## src/rtl/ibr_pkg.sv

```systemverilog
package ibr_pkg;

  typedef enum logic [1:0] {
    CMD_NOP = 2'd0,
    CMD_RD  = 2'd1,
    CMD_WR  = 2'd2,
    CMD_RSV = 2'd3
  } ibr_cmd_e;

  localparam int WIN_W         = 64;
  localparam int OFS_PARAM     = 'h08;
  localparam int OFS_CTRL      = 'h10;
  localparam int OFS_STAT      = 'h18;
  localparam int CTRL_ADDR_LSB = 32;
  localparam int CTRL_CMD_LSB  = 62;
  localparam int STAT_VLD_BIT  = 32;
  localparam int STAT_ERR_BIT  = 33;

  // Assemble the read-only description word of the serial master.
  function automatic logic [WIN_W-1:0] make_param(
    input logic        lsb_first,
    input logic [5:0]  width,
    input logic [5:0]  num_cs,
    input logic        cpol,
    input logic        cpha,
    input logic [15:0] pid
  );
    logic [WIN_W-1:0] w;
    w        = '0;
    w[1]     = lsb_first;
    w[7:2]   = width;
    w[13:8]  = num_cs;
    w[14]    = cpol;
    w[15]    = cpha;
    w[47:32] = pid;
    return w;
  endfunction

endpackage

```

## src/rtl/ibr_decode.sv

```systemverilog
module ibr_decode #(
  parameter int HOST_AW = 5
) (
  input  logic               wr_en,
  input  logic               rd_en,
  input  logic [HOST_AW-1:0] addr,
  output logic               ctrl_wr,
  output logic               rd_param,
  output logic               rd_stat
);
  import ibr_pkg::*;

  localparam logic [HOST_AW-1:0] A_PARAM = HOST_AW'(OFS_PARAM);
  localparam logic [HOST_AW-1:0] A_CTRL  = HOST_AW'(OFS_CTRL);
  localparam logic [HOST_AW-1:0] A_STAT  = HOST_AW'(OFS_STAT);

  always_comb begin
    ctrl_wr  = wr_en && (addr == A_CTRL);
    rd_param = rd_en && (addr == A_PARAM);
    rd_stat  = rd_en && (addr == A_STAT);
  end
endmodule

```

## src/rtl/ibr_launch.sv

```systemverilog
module ibr_launch #(
  parameter int IND_AW = 13,
  parameter int IND_DW = 32
) (
  input  logic                clk,
  input  logic                rst,
  input  logic                ctrl_wr,
  input  ibr_pkg::ibr_cmd_e   cmd,
  input  logic [IND_AW-1:0]   cmd_addr,
  input  logic [IND_DW-1:0]   cmd_data,
  input  logic                be_ack,
  output logic                be_req,
  output logic                be_wr,
  output logic [IND_AW-3:0]   be_addr,
  output logic [IND_DW-1:0]   be_wdata,
  output logic                accept,
  output logic                reject,
  output logic                done,
  output logic                done_rd
);
  import ibr_pkg::*;

  localparam int WORD_AW = IND_AW - 2;

  logic is_access;
  logic unused_byte_lsb;

  assign unused_byte_lsb = ^cmd_addr[1:0];

  always_comb begin
    is_access = (cmd == CMD_RD) || (cmd == CMD_WR);
    accept    = ctrl_wr && is_access && !be_req;
    reject    = ctrl_wr && is_access && be_req;
    done      = be_req && be_ack;
    done_rd   = done && !be_wr;
  end

  always_ff @(posedge clk) begin
    if (rst) begin
      be_req   <= 1'b0;
      be_wr    <= 1'b0;
      be_addr  <= '0;
      be_wdata <= '0;
    end else if (done) begin
      be_req <= 1'b0;
    end else if (accept) begin
      be_req   <= 1'b1;
      be_wr    <= (cmd == CMD_WR);
      be_addr  <= cmd_addr[IND_AW-1 -: WORD_AW];
      be_wdata <= cmd_data;
    end
  end
endmodule

```

## src/rtl/ibr_status.sv

```systemverilog
module ibr_status #(
  parameter int IND_DW = 32
) (
  input  logic              clk,
  input  logic              rst,
  input  logic              accept,
  input  logic              reject,
  input  logic              done,
  input  logic              done_rd,
  input  logic [IND_DW-1:0] be_rdata,
  output logic              valid,
  output logic              err,
  output logic [IND_DW-1:0] rdata
);
  always_ff @(posedge clk) begin
    if (rst) begin
      valid <= 1'b0;
      err   <= 1'b0;
      rdata <= '0;
    end else begin
      if (accept) begin
        valid <= 1'b0;
        rdata <= '0;
      end else if (done) begin
        valid <= 1'b1;
        if (done_rd) rdata <= be_rdata;
      end
      if (reject) err <= 1'b1;
    end
  end
endmodule

```

## src/rtl/ibr_readmux.sv

```systemverilog
module ibr_readmux #(
  parameter int W = 64
) (
  input  logic         clk,
  input  logic         rst,
  input  logic         rd_en,
  input  logic         rd_param,
  input  logic         rd_stat,
  input  logic [W-1:0] param_word,
  input  logic [W-1:0] stat_word,
  output logic [W-1:0] rdata
);
  always_ff @(posedge clk) begin
    if (rst) begin
      rdata <= '0;
    end else if (rd_en) begin
      if (rd_param)     rdata <= param_word;
      else if (rd_stat) rdata <= stat_word;
      else              rdata <= '0;
    end
  end
endmodule

```

## src/rtl/ind_reg_bridge.sv

```systemverilog
module ind_reg_bridge #(
  parameter int          HOST_AW         = 5,
  parameter int          IND_AW          = 13,
  parameter int          IND_DW          = 32,
  parameter bit          SHIFT_LSB_FIRST = 1'b0,
  parameter int          SPI_WORD_W      = 32,
  parameter int          SPI_NUM_CS      = 1,
  parameter bit          SPI_CPOL        = 1'b0,
  parameter bit          SPI_CPHA        = 1'b0,
  parameter logic [15:0] PERIPH_ID       = 16'h0001
) (
  input  logic               clk,
  input  logic               rst,
  input  logic               host_wr_en,
  input  logic               host_rd_en,
  input  logic [HOST_AW-1:0] host_addr,
  input  logic [63:0]        host_wdata,
  output logic [63:0]        host_rdata,
  output logic               be_req,
  output logic               be_wr,
  output logic [IND_AW-3:0]  be_addr,
  output logic [IND_DW-1:0]  be_wdata,
  input  logic               be_ack,
  input  logic [IND_DW-1:0]  be_rdata
);
  import ibr_pkg::*;

  localparam logic [WIN_W-1:0] PARAM_WORD = make_param(
    SHIFT_LSB_FIRST, 6'(SPI_WORD_W), 6'(SPI_NUM_CS), SPI_CPOL, SPI_CPHA, PERIPH_ID);

  logic              ctrl_wr, rd_param, rd_stat;
  logic              accept, reject, done, done_rd;
  logic              st_valid, st_err;
  logic [IND_DW-1:0] st_rdata;
  logic [WIN_W-1:0]  stat_word;
  ibr_cmd_e          cmd;
  logic              unused_rsvd;

  assign cmd         = ibr_cmd_e'(host_wdata[CTRL_CMD_LSB +: 2]);
  assign unused_rsvd = ^host_wdata[CTRL_CMD_LSB-1:CTRL_ADDR_LSB+IND_AW];

  always_comb begin
    stat_word               = '0;
    stat_word[IND_DW-1:0]   = st_rdata;
    stat_word[STAT_VLD_BIT] = st_valid;
    stat_word[STAT_ERR_BIT] = st_err;
  end

  ibr_decode #(.HOST_AW(HOST_AW)) u_dec (
    .wr_en   (host_wr_en),
    .rd_en   (host_rd_en),
    .addr    (host_addr),
    .ctrl_wr (ctrl_wr),
    .rd_param(rd_param),
    .rd_stat (rd_stat)
  );

  ibr_launch #(.IND_AW(IND_AW), .IND_DW(IND_DW)) u_launch (
    .clk     (clk),
    .rst     (rst),
    .ctrl_wr (ctrl_wr),
    .cmd     (cmd),
    .cmd_addr(host_wdata[CTRL_ADDR_LSB +: IND_AW]),
    .cmd_data(host_wdata[IND_DW-1:0]),
    .be_ack  (be_ack),
    .be_req  (be_req),
    .be_wr   (be_wr),
    .be_addr (be_addr),
    .be_wdata(be_wdata),
    .accept  (accept),
    .reject  (reject),
    .done    (done),
    .done_rd (done_rd)
  );

  ibr_status #(.IND_DW(IND_DW)) u_stat (
    .clk     (clk),
    .rst     (rst),
    .accept  (accept),
    .reject  (reject),
    .done    (done),
    .done_rd (done_rd),
    .be_rdata(be_rdata),
    .valid   (st_valid),
    .err     (st_err),
    .rdata   (st_rdata)
  );

  ibr_readmux #(.W(WIN_W)) u_rmux (
    .clk       (clk),
    .rst       (rst),
    .rd_en     (host_rd_en),
    .rd_param  (rd_param),
    .rd_stat   (rd_stat),
    .param_word(PARAM_WORD),
    .stat_word (stat_word),
    .rdata     (host_rdata)
  );
endmodule

```

## config.mk

```make
export PLATFORM = sky130hd
export DESIGN_NAME = ind_reg_bridge
export DESIGN_NICKNAME = d
export VERILOG_FILES = /design/src/rtl/ibr_pkg.sv /design/src/rtl/ibr_decode.sv /design/src/rtl/ibr_launch.sv /design/src/rtl/ibr_status.sv /design/src/rtl/ibr_readmux.sv /design/src/rtl/ind_reg_bridge.sv
export SDC_FILE = /design/constraint.sdc
export NUM_CORES = 1
export LEC_CHECK = 0
export ABC_AREA = 1
export CAP_MARGIN = 0
export CORE_MARGIN = 2
export CORE_UTILIZATION = 43
export DETAILED_ROUTE_END_ITERATION = 12
export PLACE_DENSITY = 0.86
export SETUP_SLACK_MARGIN = 0.4
export SYNTH_ARGS = -nofsm -noshare
export SYNTH_HDL_FRONTEND = slang
export SYNTH_SLANG_ARGS = --single-unit
```

## constraint.sdc

```tcl
create_clock -name clk -period 1.9 [get_ports clk]
set_input_delay 0.19 -clock clk [delete_from_list [all_inputs] [get_ports clk]]
set_output_delay 0.19 -clock clk [all_outputs]
set_load 0.05 [all_outputs]
```

Word-level counts from Yosys, hierarchy flattened. Cells that the tools add are included.

Input bits: 106. Output and inout port bits: 109. Bits in registers: 143.

Reductions and logical operators: 15. Eq/ne operators: 5. Mux-type cells: 2. Bitwise logic cells: 1.

Operator list (count): $mux W64 (1); $mux W34 (1); $eq A5 B5 Y1 const B (2); $logic_and A1 B1 Y1 (8); $eq A5 B4 Y1 const B (1); $reduce_and A2 Y1 (2); $reduce_or A2 Y1 (2); $eq A2 B1 Y1 const B (1); $eq A2 B2 Y1 const B (1); $logic_not A1 Y1 (2); $logic_or A1 B1 Y1 (1); $not A1 Y1 (1).

Depth between registers and ports, before layout. Gate-level depths: netlist of the first run.

Word-level depth: 5. Depth in mapped cells: 8.

Hierarchy. Synthesis of the first run repeated with hierarchy kept, for this count alone.

Cell total of the unflattened synthesis: 1069. Area, all modules: 6621.4 µm².

By module, submodules not included: ibr_readmux (cells each 554, area each 3301.9 µm², times used 1, sequential area each 1281.2 µm²); ibr_launch (cells each 292, area each 1868.0 µm², times used 1, sequential area each 900.9 µm²); ibr_status (cells each 208, area each 1392.6 µm², times used 1, sequential area each 680.7 µm²); ibr_decode (cells each 13, area each 51.3 µm², times used 1, sequential area each 0.0 µm²); ind_reg_bridge (cells each 2, area each 7.5 µm², times used 1, sequential area each 0.0 µm²).

Worst setup path before layout of the first run. Ideal clock, no wire load.

Path type: register to register. Start point: reg u_launch.be_wr. End point: reg u_stat.rdata[0]. Data arrival time: 1.516 ns. Slack: 0.314 ns. Period minus slack after synthesis: 1.586 ns. Setup time: 0.070 ns. Cell stages (with the launch flop): 6. Path buffers: 1. Cells stage by stage: dfxtp_1 clkinv_1 nand3_1 clkbuf_1 nand2_1 a21oi_1.

Cells in the longest elaborated chain, start to end: 3.

RTL lines: start, declared (line ibr_launch.sv:13) `output logic be_wr,`; start signal, assigned (line ibr_launch.sv:48) `be_wr <= (cmd == CMD_WR);`; $logic_not A1 Y1 (line ibr_launch.sv:35) `done_rd = done && !be_wr;`; $logic_and A1 B1 Y1 (line ibr_launch.sv:35); $reduce_and A2 Y1 (no line); end signal, assigned (line ibr_status.sv:26) `if (done_rd) rdata <= be_rdata;`; end, declared (line ibr_status.sv:13) `output logic [IND_DW-1:0] rdata`.

Every way passes these cells. A chain may end at the register's enable or synchronous reset.

Worst setup path in the final report of the first run.
Start point: reg u_launch.be_wdata[17]. End point: out be_wdata[17].

RTL lines: start, declared (line ibr_launch.sv:15) `output logic [IND_DW-1:0] be_wdata,`; start signal, assigned (line ibr_launch.sv:50) `be_wdata <= cmd_data;`; end, declared (line ind_reg_bridge.sv:22) `output logic [IND_DW-1:0] be_wdata,`.

No word-level cell between the ends.

==> results.json, run 1 <==
{
  "tns_ns": 0,
  "cts_buffers": 17,
  "placed_area_sq_um": 6830,
  "post-route-period-util_pct": 77.4,
  "grt_pass1_vias": 4629,
  "nets": 997,
  "synth_warnings": 0,
  "holdWs_ns": 0.370,
  "slowest_stage": "dlygate4sd2_1",
  "hold_viol": 0,
  "cts_root_buffer": "clkbuf_16",
  "initial_core_util_pct": 44.1,
  "wl_per_cell_microns": 12.9,
  "yosys-top-cells-count": "196 x nand2_1, 140 x inv_1, 113 x dfxtp_1",
  "gp_congestion": 0.813,
  "yosys-top-cells-area": "dfxtp_1 45%, nand2_1 15%, inv_1 10%",
  "layout_setup_ws_ns": 0.430,
  "yosysTopAreaCell": "dfxtp_1",
  "cts.reportedPaths.clkPinSlew_ns": 0.05,
  "finalSetupViolations": 0,
  "rsz0062_at_grt": "no",
  "synth_area_sq_um": 5050,
  "ir_worst_vdd_v": 0.000596,
  "area_growth_pct": 45.8,
  "design.core.area_sq_um": 11500,
  "async_flop_share_pct": 0,
  "clock_latency_ns": 0.41,
  "grt_use_total_pct": 21.6,
  "rows": 39,
  "stdcell_area_sq_um": 7370,
  "syn_area_per_cell_sq_um": 6.89,
  "yosysTopAreaCellShare_pct": 44.8,
  "worst_setup_path_end_kind": "primary output",
  "antenna_found_initial": 0,
  "yosysUniqueCellTypes": 19,
  "crit_fanout": 2,
  "status": "complete, no violations",
  "drc_errors": 0,
  "viasPerCell": 4.78,
  "cp.required_ns": 1.71,
  "cpPeakStageDelay_ns": 0.55,
  "drv_cap": 0,
  "drt_iter0_markers": 355,
  "dp_hpwl_microns": 8830,
  "synth_seq_cells": 113,
  "multi_input_area_sq_um": 1940,
  "report.final.slew_viol_count": 0,
  "synth_cells": 734,
  "slew_headroom_pct": 63.9,
  "crit_type": "flip-flop to primary output",
  "grt_start_max_net_pins": 43,
  "yosysSeqAreaShare_pct": 44.8,
  "fmax_mhz": 680,
  "finClkSkew_ns": 0.0124,
  "clkSinkCount": 113,
  "worst_slew_pin_slew_ns": 0.543,
  "p_leak_nw": 3.36,
  "grt_first_pass_wirelength_microns": 21700,
  "ys.flop_type": "dfxtp_1",
  "hold_path.class": "input port to flip-flop",
  "dr.pass1.iters": 6,
  "cts_buffer_depth": 2,
  "powerDensity_nw_per_um2": 870,
  "fin_crit_ns": 1.47,
  "cts_hold_buf": 0,
  "die_w_microns": 112,
  "io_pins": 215,
  "antenna_cells": 0,
  "crit_path_start_kind": "flip-flop",
  "wl_microns": 13500,
  "worstPathArrival_ns": 1.28,
  "cp_cell_sequence": "dlygate4sd2_1",
  "regArea_sq_um": 2270,
  "cts_setup_buffers": 0,
  "nFillCells": 1002,
  "grt_overflow_total": 0,
  "path_delay_family": "buffers and inverters",
  "die-area_sq_um": 12600,
  "synth_enable_flop_cells": 0,
  "synth.most_common_cell": "nand2_1",
  "fin_util_pct": 64.2,
  "crit_buf_inv": 1,
  "place_ws_ns": 0.0468,
  "cts_max_level": 4,
  "io_buffers": 165,
  "detail-route-antenna-nets": 0,
  "vias": 5000,
  "cts_tree": "yes",
  "drive_above_1_share_pct": 8.09,
  "dieHeight_microns": 112
}
-- cell type report --
| class | count | area share [%] |
|---|---|---|
| flip-flops and latches | 113 | 30.8 |
| repair buffers | 185 | 24.3 |
| clock inverters | 10 | 2.48 |
| clock buffers | 21 | 6.25 |
| inverters | 145 | 7.39 |
| well taps | 143 | 2.43 |
| multi-input cells | 428 | 26.4 |
-- per-stage QoR --
step	total power [mW]	instances
floorplan	2.80	763
global placement	3.00	1014
detailed placement	3.01	1014
CTS	6.45	1045
global route	6.60	1045
finish	6.41	1045
-- timing repair --
| item | in CTS | in global routing |
|---|---|---|
| pin swaps | 0 | 1 |
| gates resized for setup | 86 | 45 |
| endpoints found under the setup margin | 78 | 44 |
-- power by group --
part	internal, mW	switching, mW	leakage, nW
Combinational	0.225	0.344	2.15
Sequential	2.38	0.00563	0.912
Clock	2.38	1.07	0.305
Total	4.99	1.42	3.36
-- flip-flops by register name (all words and copies together) (netlist names) --
signal	cells
u_stat.rdata	32
u_stat.err	1
u_rmux.rdata	34
u_launch.be_wr	1
u_launch.be_req	1
u_launch.be_wdata	32
u_stat.valid	1
u_launch.be_addr	11
-- layout by cell type, fill, tap and decap left out, drive strengths merged, types with 28 or more instances in the layout --
cell,synthesis,final
clkdlybuf4s50,0,86
conb,1,30
clkdlybuf4s15,0,28
clkbuf,24,33
nand4,76,76
a21oi,69,69
dfxtp,113,113
nand2,198,198
nor2,49,49
inv,143,143
dlygate4sd2,0,38
-- routing by layer --
layer | up-vias | routed length, microns | GRT usage (%)
met5 | - | 0 | 0
met3 | 38 | 1000 | 8.32
li1 | 2513 | - | -
met2 | 175 | 6650 | 36.4
met4 | 0 | 444 | 10.7
met1 | 2274 | 5400 | 24.0
-- logic make-up (layout without fill, tap and decap cells) --
family | after synthesis | after routing | synth area share [%]
AOI/OAI and AO/OA | 69 | 69 | 6.83
adders and majority gates | 1 | 1 | 0.248
buffers and inverters | 222 | 361 | 19.1
DFF | 113 | 113 | 44.8
other | 1 | 30 | 0.0742
and+or+nand+nor | 328 | 328 | 29.0
-- worst paths after layout --
check	cells after the start	end	start	slack, ns
setup / recovery	1	be_wdata[17]	u_launch.be_wdata[17]	0.43
hold / removal	3	u_stat.rdata[14]	be_rdata[14]	0.37
setup reg to reg	5	u_stat.rdata[4]	u_launch.be_req	0.58
hold reg to reg	2	u_stat.err	u_stat.err	0.45
-- worst min-delay path, stage by stage --
cell and delay, ns:
clkdlybuf4s50_1 0.40, nand4_1 0.08, a21oi_1 0.06
Power figures use the tool's default switching activity.
==> run 2: changes to the inputs <==
- CORE_UTILIZATION: 43 -> 39
- PLACE_DENSITY: 0.86 -> 0.82
- clock period: 1.9 -> 1.3 ns (I/O delays scaled with it)
==> run 2 against run 1 <==
Global-route usage up 5.1 points. First-iteration DRC count up 42%. Total power up 48%. Sequential share of layout area down 7.7 points. Critical endpoint is now u_launch.be_wdata[31]. Count of clock-buffer cells in the layout down 1.
==> results.json, run 2 (synthesis gave the netlist of run 1 again) <==
{
  "status": "complete, no violations",
  "top_usage_layer": "met2",
  "layout_commonest_cell": "nand2_1",
  "cts_tree": "yes",
  "wl_microns": 21800,
  "antenna_cells": 0,
  "rsz0062_at_grt": "yes",
  "io_buffers": 165,
  "drt_iter0_markers": 503,
  "detail-route-antenna-nets": 0,
  "post-route-period-util_pct": 96.4,
  "drv_cap": 0,
  "clock_latency_ns": 0.41,
  "cp_cell_sequence": "inv_8 -> nand3_4 -> buf_12 -> buf_12 -> buf_16 -> nand2_4 -> inv_2 -> nor2_1",
  "vias": 5900,
  "nFillCells": 711,
  "dr.pass1.iters": 5,
  "antenna_found_initial": 1,
  "cts_max_level": 4,
  "cts_buffer_depth": 2,
  "met1_usage_pct": 29.2,
  "cts.reportedPaths.clkPinSlew_ns": 0.06,
  "wl_per_cell_microns": 19.0,
  "gp_congestion": 0.785,
  "cts_root_buffer": "clkbuf_16",
  "grt_pass1_vias": 5473,
  "viasPerCell": 5.13,
  "dieHeight_microns": 118,
  "dp_hpwl_microns": 10200,
  "die-area_sq_um": 13900,
  "fin_crit_ns": 1.25,
  "grt_start_max_net_pins": 35,
  "grt_overflow_total": 0,
  "largest_register_ff_count": 34,
  "crit_type": "flip-flop to flip-flop",
  "rows": 41,
  "io_pins": 215,
  "p_leak_nw": 4.50,
  "initial_core_util_pct": 40.0,
  "design.core.area_sq_um": 12600,
  "use_met2_pct": 46.4,
  "stdcell_area_sq_um": 10300,
  "crit_path_start_kind": "flip-flop",
  "drc_errors": 0,
  "finClkSkew_ns": 0.00870,
  "placed_area_sq_um": 7880,
  "reg_top3": "u_rmux.rdata x34, u_launch.be_wdata x32, u_stat.rdata x32",
  "drive_above_1_share_pct": 47.4,
  "die_w_microns": 118,
  "slowest_stage": "dfxtp_4",
  "grt_util_met3_pct": 10.1,
  "hold_path.class": "input port to flip-flop",
  "mostFrequentLayoutCells": "136 x nand2_1, 108 x inv_1, 99 x buf_12",
  "worstPathArrival_ns": 1.60,
  "ir_worst_vdd_v": 0.000715,
  "fmax_mhz": 798,
  "worst_setup_path_end_kind": "flip-flop",
  "area_growth_pct": 103,
  "grt_first_pass_wirelength_microns": 29000,
  "hold_depth": 6,
  "cts_buffers": 17,
  "crit_fanout": 7,
  "clkSinkCount": 113,
  "holdWs_ns": 0.232,
  "report.final.slew_viol_count": 0,
  "regMostFlops": "u_rmux.rdata",
  "powerDensity_nw_per_um2": 924,
  "finalSetupViolations": 0,
  "hold_viol": 0,
  "r2r_cells": 8,
  "grt_use_total_pct": 26.7,
  "cp.required_ns": 1.64,
  "critPathMostFrequentCell": "buf_12",
  "cpPeakStageDelay_ns": 0.37,
  "nets": 1071
}
==> run 2: changes by cell type in the layout (fill, tap and decap cells not counted), moves of 51 or more <==
cell,before,now
buf_12,8,99
dfxtp_1,111,35
dfxtp_2,1,73
nand2_1,196,136
a21oi_1,69,18
a21oi_2,0,51
==> run 2: through the flow <==
stage                     util, %  instances  total power, mW  worst slack [ns]  TNS (ns)
after floorplan                 -        763             4.11             0.138         0
after global placement       62.4       1052             4.48            -0.328    -32.55
after detailed placement     62.4       1052             4.48            -0.372    -35.64
after CTS                    75.4       1128             9.36             0.109         0
after global routing         81.4       1149             9.77           -0.0107   -0.0107
final                        81.4       1149             9.49            0.0474         0
==> run 2: critical path: cells and delay by family, from the launching register on <==
family        cells  cell delay [ns]
buf+inv           5             0.55
flops             1             0.37
simple gates      3             0.26
==> run 2: routing by layer <==
| layer | up-vias | share of wire [%] |
|---|---|---|
| met4 | 2 | 4.7 |
| met2 | 363 | 52 |
| met1 | 2766 | 34 |
| met5 | - | 0.073 |
| li1 | 2681 | - |
| met3 | 88 | 9.7 |
==> run 2: repair_timing <==
| item | 4_1_cts | 5_1_grt |
|---|---|---|
| hold buffers | 0 | 0 |
| setup endpoints to repair | 192 | 181 |
| resized for setup | 158 | 168 |
| setup buffers | 27 | 17 |
| pin swaps | 25 | 60 |
| cloned | 17 | 4 |
==> run 2: final cells by class <==
type	instances	area, sq um	area share [%]
well taps	172	215	2.09
inverters	145	572	5.56
multi-input cells	428	2630	25.6
flip-flops and latches	113	2370	23.1
repair buffers	259	3870	37.7
clock inverters	12	156	1.52
clock buffers	20	457	4.44
==> run 2: worst paths after layout <==
path,from,to,slack [ns]
setup / recovery,u_launch.be_req,u_launch.be_wdata[31],0.05
hold / removal,host_addr[0],u_rmux.rdata[32],0.23
setup reg to reg,u_launch.be_req,u_launch.be_wdata[31],0.05
hold reg to reg,u_stat.rdata[25],u_rmux.rdata[25],0.45
==> run 2: power breakdown <==
group	internal [mW]	leakage [nW]	switching (mW)	total, mW
combinational	0.487	3.26	0.642	1.13
clock	3.12	0.289	1.76	4.88
sequential	3.47	0.952	0.0172	3.49
total	7.08	4.50	2.41	9.49
